$ cat src/rtl/uart_dma_pkg.sv
package uart_dma_pkg;

    typedef enum logic {
        DMA_SINGLE = 1'b0,
        DMA_MULTI  = 1'b1
    } dma_mode_e;

    typedef struct packed {
        logic fifo_on;
        logic multi_sel;
    } dma_ctrl_t;

    localparam dma_ctrl_t CTRL_RESET = '{fifo_on: 1'b0, multi_sel: 1'b0};

    // Multi-transfer needs FIFO operation; legacy mode falls back to single.
    function automatic dma_mode_e mode_of(dma_ctrl_t c);
        return (c.fifo_on && c.multi_sel) ? DMA_MULTI : DMA_SINGLE;
    endfunction

endpackage

$ cat src/rtl/uart_dma_cfg.sv
module uart_dma_cfg
    import uart_dma_pkg::*;
(
    input  logic      clk,
    input  logic      rst,
    input  logic      wr,
    input  logic      fifo_on,
    input  logic      multi_sel,
    output dma_mode_e mode_next,
    output logic      reeval
);
    dma_ctrl_t ctrl_q;
    dma_ctrl_t ctrl_d;

    always_comb begin
        ctrl_d = ctrl_q;
        if (wr) begin
            ctrl_d.fifo_on   = fifo_on;
            ctrl_d.multi_sel = multi_sel;
        end
    end

    always_ff @(posedge clk) begin
        if (rst) ctrl_q <= CTRL_RESET;
        else     ctrl_q <= ctrl_d;
    end

    assign mode_next = mode_of(ctrl_d);
    assign reeval    = wr;

    AST_LEGACY_SINGLE: assert property (@(posedge clk) disable iff (rst)
        (!ctrl_q.fifo_on && !wr) |-> (mode_next == DMA_SINGLE));

endmodule

$ cat src/rtl/uart_dma_rx_req.sv
module uart_dma_rx_req
    import uart_dma_pkg::*;
#(
    parameter int CW = 5
) (
    input  logic          clk,
    input  logic          rst,
    input  dma_mode_e     mode,
    input  logic          reeval,
    input  logic [CW-1:0] count,
    input  logic          trig,
    input  logic          tmo,
    output logic          req
);
    logic req_d;
    logic held;

    always_comb begin
        held = req & ~reeval;
        if (mode == DMA_SINGLE)  req_d = (count != '0);
        else if (count == '0)    req_d = 1'b0;
        else if (trig || tmo)    req_d = 1'b1;
        else                     req_d = held;
    end

    always_ff @(posedge clk) begin
        if (rst) req <= 1'b0;
        else     req <= req_d;
    end

    AST_RX_SINGLE_TRACK: assert property (@(posedge clk) disable iff (rst)
        ($past(mode) == DMA_SINGLE && !$past(rst)) |-> (req == ($past(count) != '0)));
    AST_RX_MULTI_START: assert property (@(posedge clk) disable iff (rst)
        ($past(mode) == DMA_MULTI && $past(count) != '0 && ($past(trig) || $past(tmo)) && !$past(rst)) |-> req);
    AST_RX_DRAIN_RELEASE: assert property (@(posedge clk) disable iff (rst)
        ($past(count) == '0) |-> !req);
    AST_RX_MULTI_HOLD: assert property (@(posedge clk) disable iff (rst)
        ($past(mode) == DMA_MULTI && $past(req) && !$past(reeval) && $past(count) != '0 && !$past(rst)) |-> req);

endmodule

$ cat src/rtl/uart_dma_tx_req.sv
module uart_dma_tx_req
    import uart_dma_pkg::*;
#(
    parameter int DEPTH = 16,
    parameter int CW    = 5
) (
    input  logic          clk,
    input  logic          rst,
    input  dma_mode_e     mode,
    input  logic          reeval,
    input  logic [CW-1:0] count,
    output logic          req
);
    localparam logic [CW-1:0] FULL_LVL = CW'(DEPTH);

    logic req_d;
    logic held;

    always_comb begin
        held = req & ~reeval;
        if (mode == DMA_SINGLE)    req_d = (count == '0);
        else if (count == '0)      req_d = 1'b1;
        else if (count >= FULL_LVL) req_d = 1'b0;
        else                       req_d = held;
    end

    always_ff @(posedge clk) begin
        if (rst) req <= 1'b0;
        else     req <= req_d;
    end

    AST_TX_EMPTY_ASKS: assert property (@(posedge clk) disable iff (rst)
        ($past(count) == '0 && !$past(rst)) |-> req);
    AST_TX_FULL_STOPS: assert property (@(posedge clk) disable iff (rst)
        ($past(count) >= FULL_LVL) |-> !req);
    AST_TX_MULTI_HOLD: assert property (@(posedge clk) disable iff (rst)
        ($past(mode) == DMA_MULTI && !$past(reeval) && $past(count) != '0
         && $past(count) < FULL_LVL && !$past(rst)) |-> (req == $past(req)));

endmodule

$ cat src/rtl/uart_dma_req.sv
module uart_dma_req
    import uart_dma_pkg::*;
#(
    parameter int DEPTH = 16,
    localparam int CW   = $clog2(DEPTH + 1)
) (
    input  logic          clk,
    input  logic          rst,
    input  logic          cfg_wr,
    input  logic          cfg_fifo_on,
    input  logic          cfg_multi_sel,
    input  logic [CW-1:0] rx_count,
    input  logic          rx_trig_hit,
    input  logic          rx_timeout,
    input  logic [CW-1:0] tx_count,
    output logic          rx_rdy_n,
    output logic          tx_rdy_n
);
    dma_mode_e mode_next;
    logic      reeval;
    logic      rx_req;
    logic      tx_req;

    uart_dma_cfg u_cfg (
        .clk       (clk),
        .rst       (rst),
        .wr        (cfg_wr),
        .fifo_on   (cfg_fifo_on),
        .multi_sel (cfg_multi_sel),
        .mode_next (mode_next),
        .reeval    (reeval)
    );

    uart_dma_rx_req #(.CW(CW)) u_rx (
        .clk    (clk),
        .rst    (rst),
        .mode   (mode_next),
        .reeval (reeval),
        .count  (rx_count),
        .trig   (rx_trig_hit),
        .tmo    (rx_timeout),
        .req    (rx_req)
    );

    uart_dma_tx_req #(.DEPTH(DEPTH), .CW(CW)) u_tx (
        .clk    (clk),
        .rst    (rst),
        .mode   (mode_next),
        .reeval (reeval),
        .count  (tx_count),
        .req    (tx_req)
    );

    assign rx_rdy_n = ~rx_req;
    assign tx_rdy_n = ~tx_req;

    AST_RESET_IDLE: assert property (@(posedge clk)
        $past(rst) |-> (rx_rdy_n && tx_rdy_n));
    AST_MULTI_NEEDS_FIFO: assert property (@(posedge clk) disable iff (rst)
        (cfg_wr && !cfg_fifo_on && rx_count == '0) |=> rx_rdy_n);

endmodule

$ cat config.mk
export PLATFORM = sky130hd
export DESIGN_NAME = uart_dma_req
export DESIGN_NICKNAME = d
export VERILOG_FILES = /design/src/rtl/uart_dma_pkg.sv /design/src/rtl/uart_dma_cfg.sv /design/src/rtl/uart_dma_rx_req.sv /design/src/rtl/uart_dma_tx_req.sv /design/src/rtl/uart_dma_req.sv
export SDC_FILE = /design/constraint.sdc
export NUM_CORES = 1
export LEC_CHECK = 0
export BUFFER_PORTS_ARGS = -buffer_cell sky130_fd_sc_hd__buf_2
export CAP_MARGIN = 30
export CORE_AREA = 2 2 39 41
export CTS_BUF_LIST = sky130_fd_sc_hd__clkbuf_4
export DETAILED_ROUTE_END_ITERATION = 6
export DIE_AREA = 0 0 41 43
export SYNTH_ARGS = -nofsm -noshare
export SYNTH_HDL_FRONTEND = slang
export SYNTH_HIERARCHICAL = 1
export SYNTH_SLANG_ARGS = --single-unit
$ cat constraint.sdc
create_clock -name clk -period 2.75 [get_ports clk]
set_input_delay 0.55 -clock clk [delete_from_list [all_inputs] [get_ports clk]]
set_output_delay 0.55 -clock clk [all_outputs]
set_load 0.01 [all_outputs]
==> qor.csv <==
stage;metric;value;unit
route;wl_met3;60;um
placement;dpl.cell_count;55;
route;drt_iter0_drc;5;
logic_synthesis;postSynthCellCount;22;
route;drtPass1Iterations;4;
clocking;cts-root-buf;clkbuf_4;
setup_path;cp-end-kind;primary output;
sta;fin_setup_tns;0;ps
setup_path;r2r-start;u_cfg/ctrl_q[1];
clocking;h-tree-depth;1;
placement;gp_congestion;0.5403;
sta;fin_crit_sh;46.09;%
sta;fin_crit;1268;ps
setup_path;cp-start-kind;flop;
sta;worst_pin_slew;273.7;ps
logic_synthesis;avgSynthCellArea;8.815;sq um
clocking;clock_latency;230;ps
setup_path;crit_required;2200;ps
floorplan;coreArea;1384;sq um
floorplan;initial_utilization;14.01;%
sta;hold_viol;0;
finish;stdcell_count;58;
global_routing;grt_max_degree;7;
floorplan;row_count;14;
setup_path;startpoint;u_tx/req;
clocking;clockBufferDepth;2;
run_status;status;finished clean;
route;routed_wl;452;um
floorplan;die_area;1763;sq um
finish;antennaDiodeCount;0;
route;final_antenna_net_count;0;
route;top_layer;met3;
sta;finalMaxSlewViolations;0;
route;vias;221;
sta;rsz0062_at_grt;false;
finish;multi_input_area;98.84;sq um
clocking;cts_tree;yes;
logic_synthesis;post_synth_instance_area;193.9;sq um
clocking;cts.sinks;4;
clocking;ctsHoldBuffers;0;
clocking;clkTransAtPathRegs;40;ps
route;wl_met1;177;um
logic_synthesis;synth_fp_nets;39;
sta;setup_viol;0;
finish;layout_common_cells;buf_2, dfxtp_1, clkbuf_4, nor2_1;
setup_path;worstSetupPathType;reg -> out;
global_routing;grt_util_all_layers;6.613;%
floorplan;io_pins;19;
logic_synthesis;synth_seq_cells;4;
min_path;hold_path.class;in -> reg;
power_and_ir_drop;ir_worst_vdd;160.4;uV
finish;fillerInstances;157;
floorplan;die_h;43;um
finish;drive_gt1_share;52.38;%
clocking;numCtsBuffers;3;
floorplan;dieWidth;41;um
finish;area_growth;64.52;%
global_routing;overflow;0;
finish;final_common_cell;buf_2;
route;wl_met2;213;um
logic_synthesis;yosysSeqAreaShare;41.29;%
min_path;hold_start;tx_count[4];
sta;max_freq;0.7889;GHz
sta;holdWs;485.1;ps
placement;dpl.hpwl;390.9;um
placement;io_buffers;18;
global_routing;grt_first_pass_wirelength;690;um
setup_path;worstPathArrival;720;ps
sta;fin_worst_skew;4.645;ps
setup_path;path_max_fanout;2;
route;vias_per_cell;3.810;
global_routing;grt_antenna_before_repair;0;
logic_synthesis;yosysUniqueCellTypes;14;
route;drc;0;
finish;nets;61;
clocking;postCtsSetupRepairBufs;0;
finish;regArea;80.08;sq um
route;routedWlPerCell;7.793;um
run;maxCapViolCount;0;
clocking;cts_resized;0;
logic_synthesis;synth-warning-count;6;
power_and_ir_drop;leakagePower;0.1507;nW
sta;relSlewSlack;81.56;%
power_and_ir_drop;power_density;486.9;nW/um^2
global_routing;grt_pass1_vias;190;
[per-stage QoR]
step | instance area (sq um) | power [mW] | worst slack, ps | util [%]
after global routing | 319.1 | 0.1674 | 1429 | 23.06
final | 319.1 | 0.1553 | 1482 | 23.06
after floorplan | 193.9 | 0.07104 | 1430 | -
after detailed placement | 296.5 | 0.08480 | 1288 | 21.43
after global placement | 296.5 | 0.08425 | 1295 | 21.43
after CTS | 319.1 | 0.1602 | 1465 | 23.06
[area by class of cell]
| type | instances | share of cell area, % |
|---|---|---|
| timing repair buffer | 18 | 28.24 |
| tap | 16 | 6.275 |
| clock buffer | 3 | 7.059 |
| sequential | 4 | 25.10 |
| multi-input combinational | 15 | 30.98 |
| inverter | 2 | 2.353 |
[power breakdown]
part	leakage (nW)	switching (mW)	internal, mW	total, mW
combinational	0.104	0.00844	0.0126	0.0211
sequential	0.0330	0.00125	0.0613	0.0625
clock	0.0138	0.0231	0.0487	0.0718
[kinds of logic (layout without fill, tap and decap cells)]
family | Yosys count | in the layout | share of synthesized area, %
muxes | 2 | 2 | 10.32
buffers and inverters | 3 | 23 | 7.745
and+or+nand+nor | 10 | 10 | 27.74
DFF | 4 | 4 | 41.29
AOI/OAI and AO/OA | 3 | 3 | 12.90
[path summary, 6_finish.rpt]
path | to | slack [ps] | cells after the start
setup / recovery | tx_rdy_n | 1480 | 2
hold / removal | u_tx/req | 490 | 2
setup reg to reg | u_tx/req | 1730 | 4
hold reg to reg | u_tx/req | 500 | 2
[registers in the layout, summed over array words and instances, names as in the netlist]
name          cells
u_cfg/ctrl_q      2
u_rx/req          1
u_tx/req          1
[synth_stat cells]
master	instances	area share, %
nor3_1	1	2.6
nand3_1	1	2.6
inv_1	2	3.9
nand3b_1	1	3.9
nand2_1	1	1.9
nor2b_1	1	3.2
nor2_1	3	5.8
o21ai_0	1	2.6
buf_4	1	3.9
dfxtp_1	4	41
mux2i_1	2	10
or4_1	2	7.7
a211oi_2	1	6.5
a211oi_1	1	3.9
[critical path, stage by stage, from the launching register on]
cell     delay [ps]
dfxtp_1         320
inv_1            40
buf_2           120
[metal layers]
metal / track usage (%) / vias to the layer above
met5: 0 / -
met2: 8.750 / 11
met4: 4.000 / 0
met3: 6.283 / 0
met1: 6.390 / 93
li1: - / 117
(Power assumes the default switching activity.)
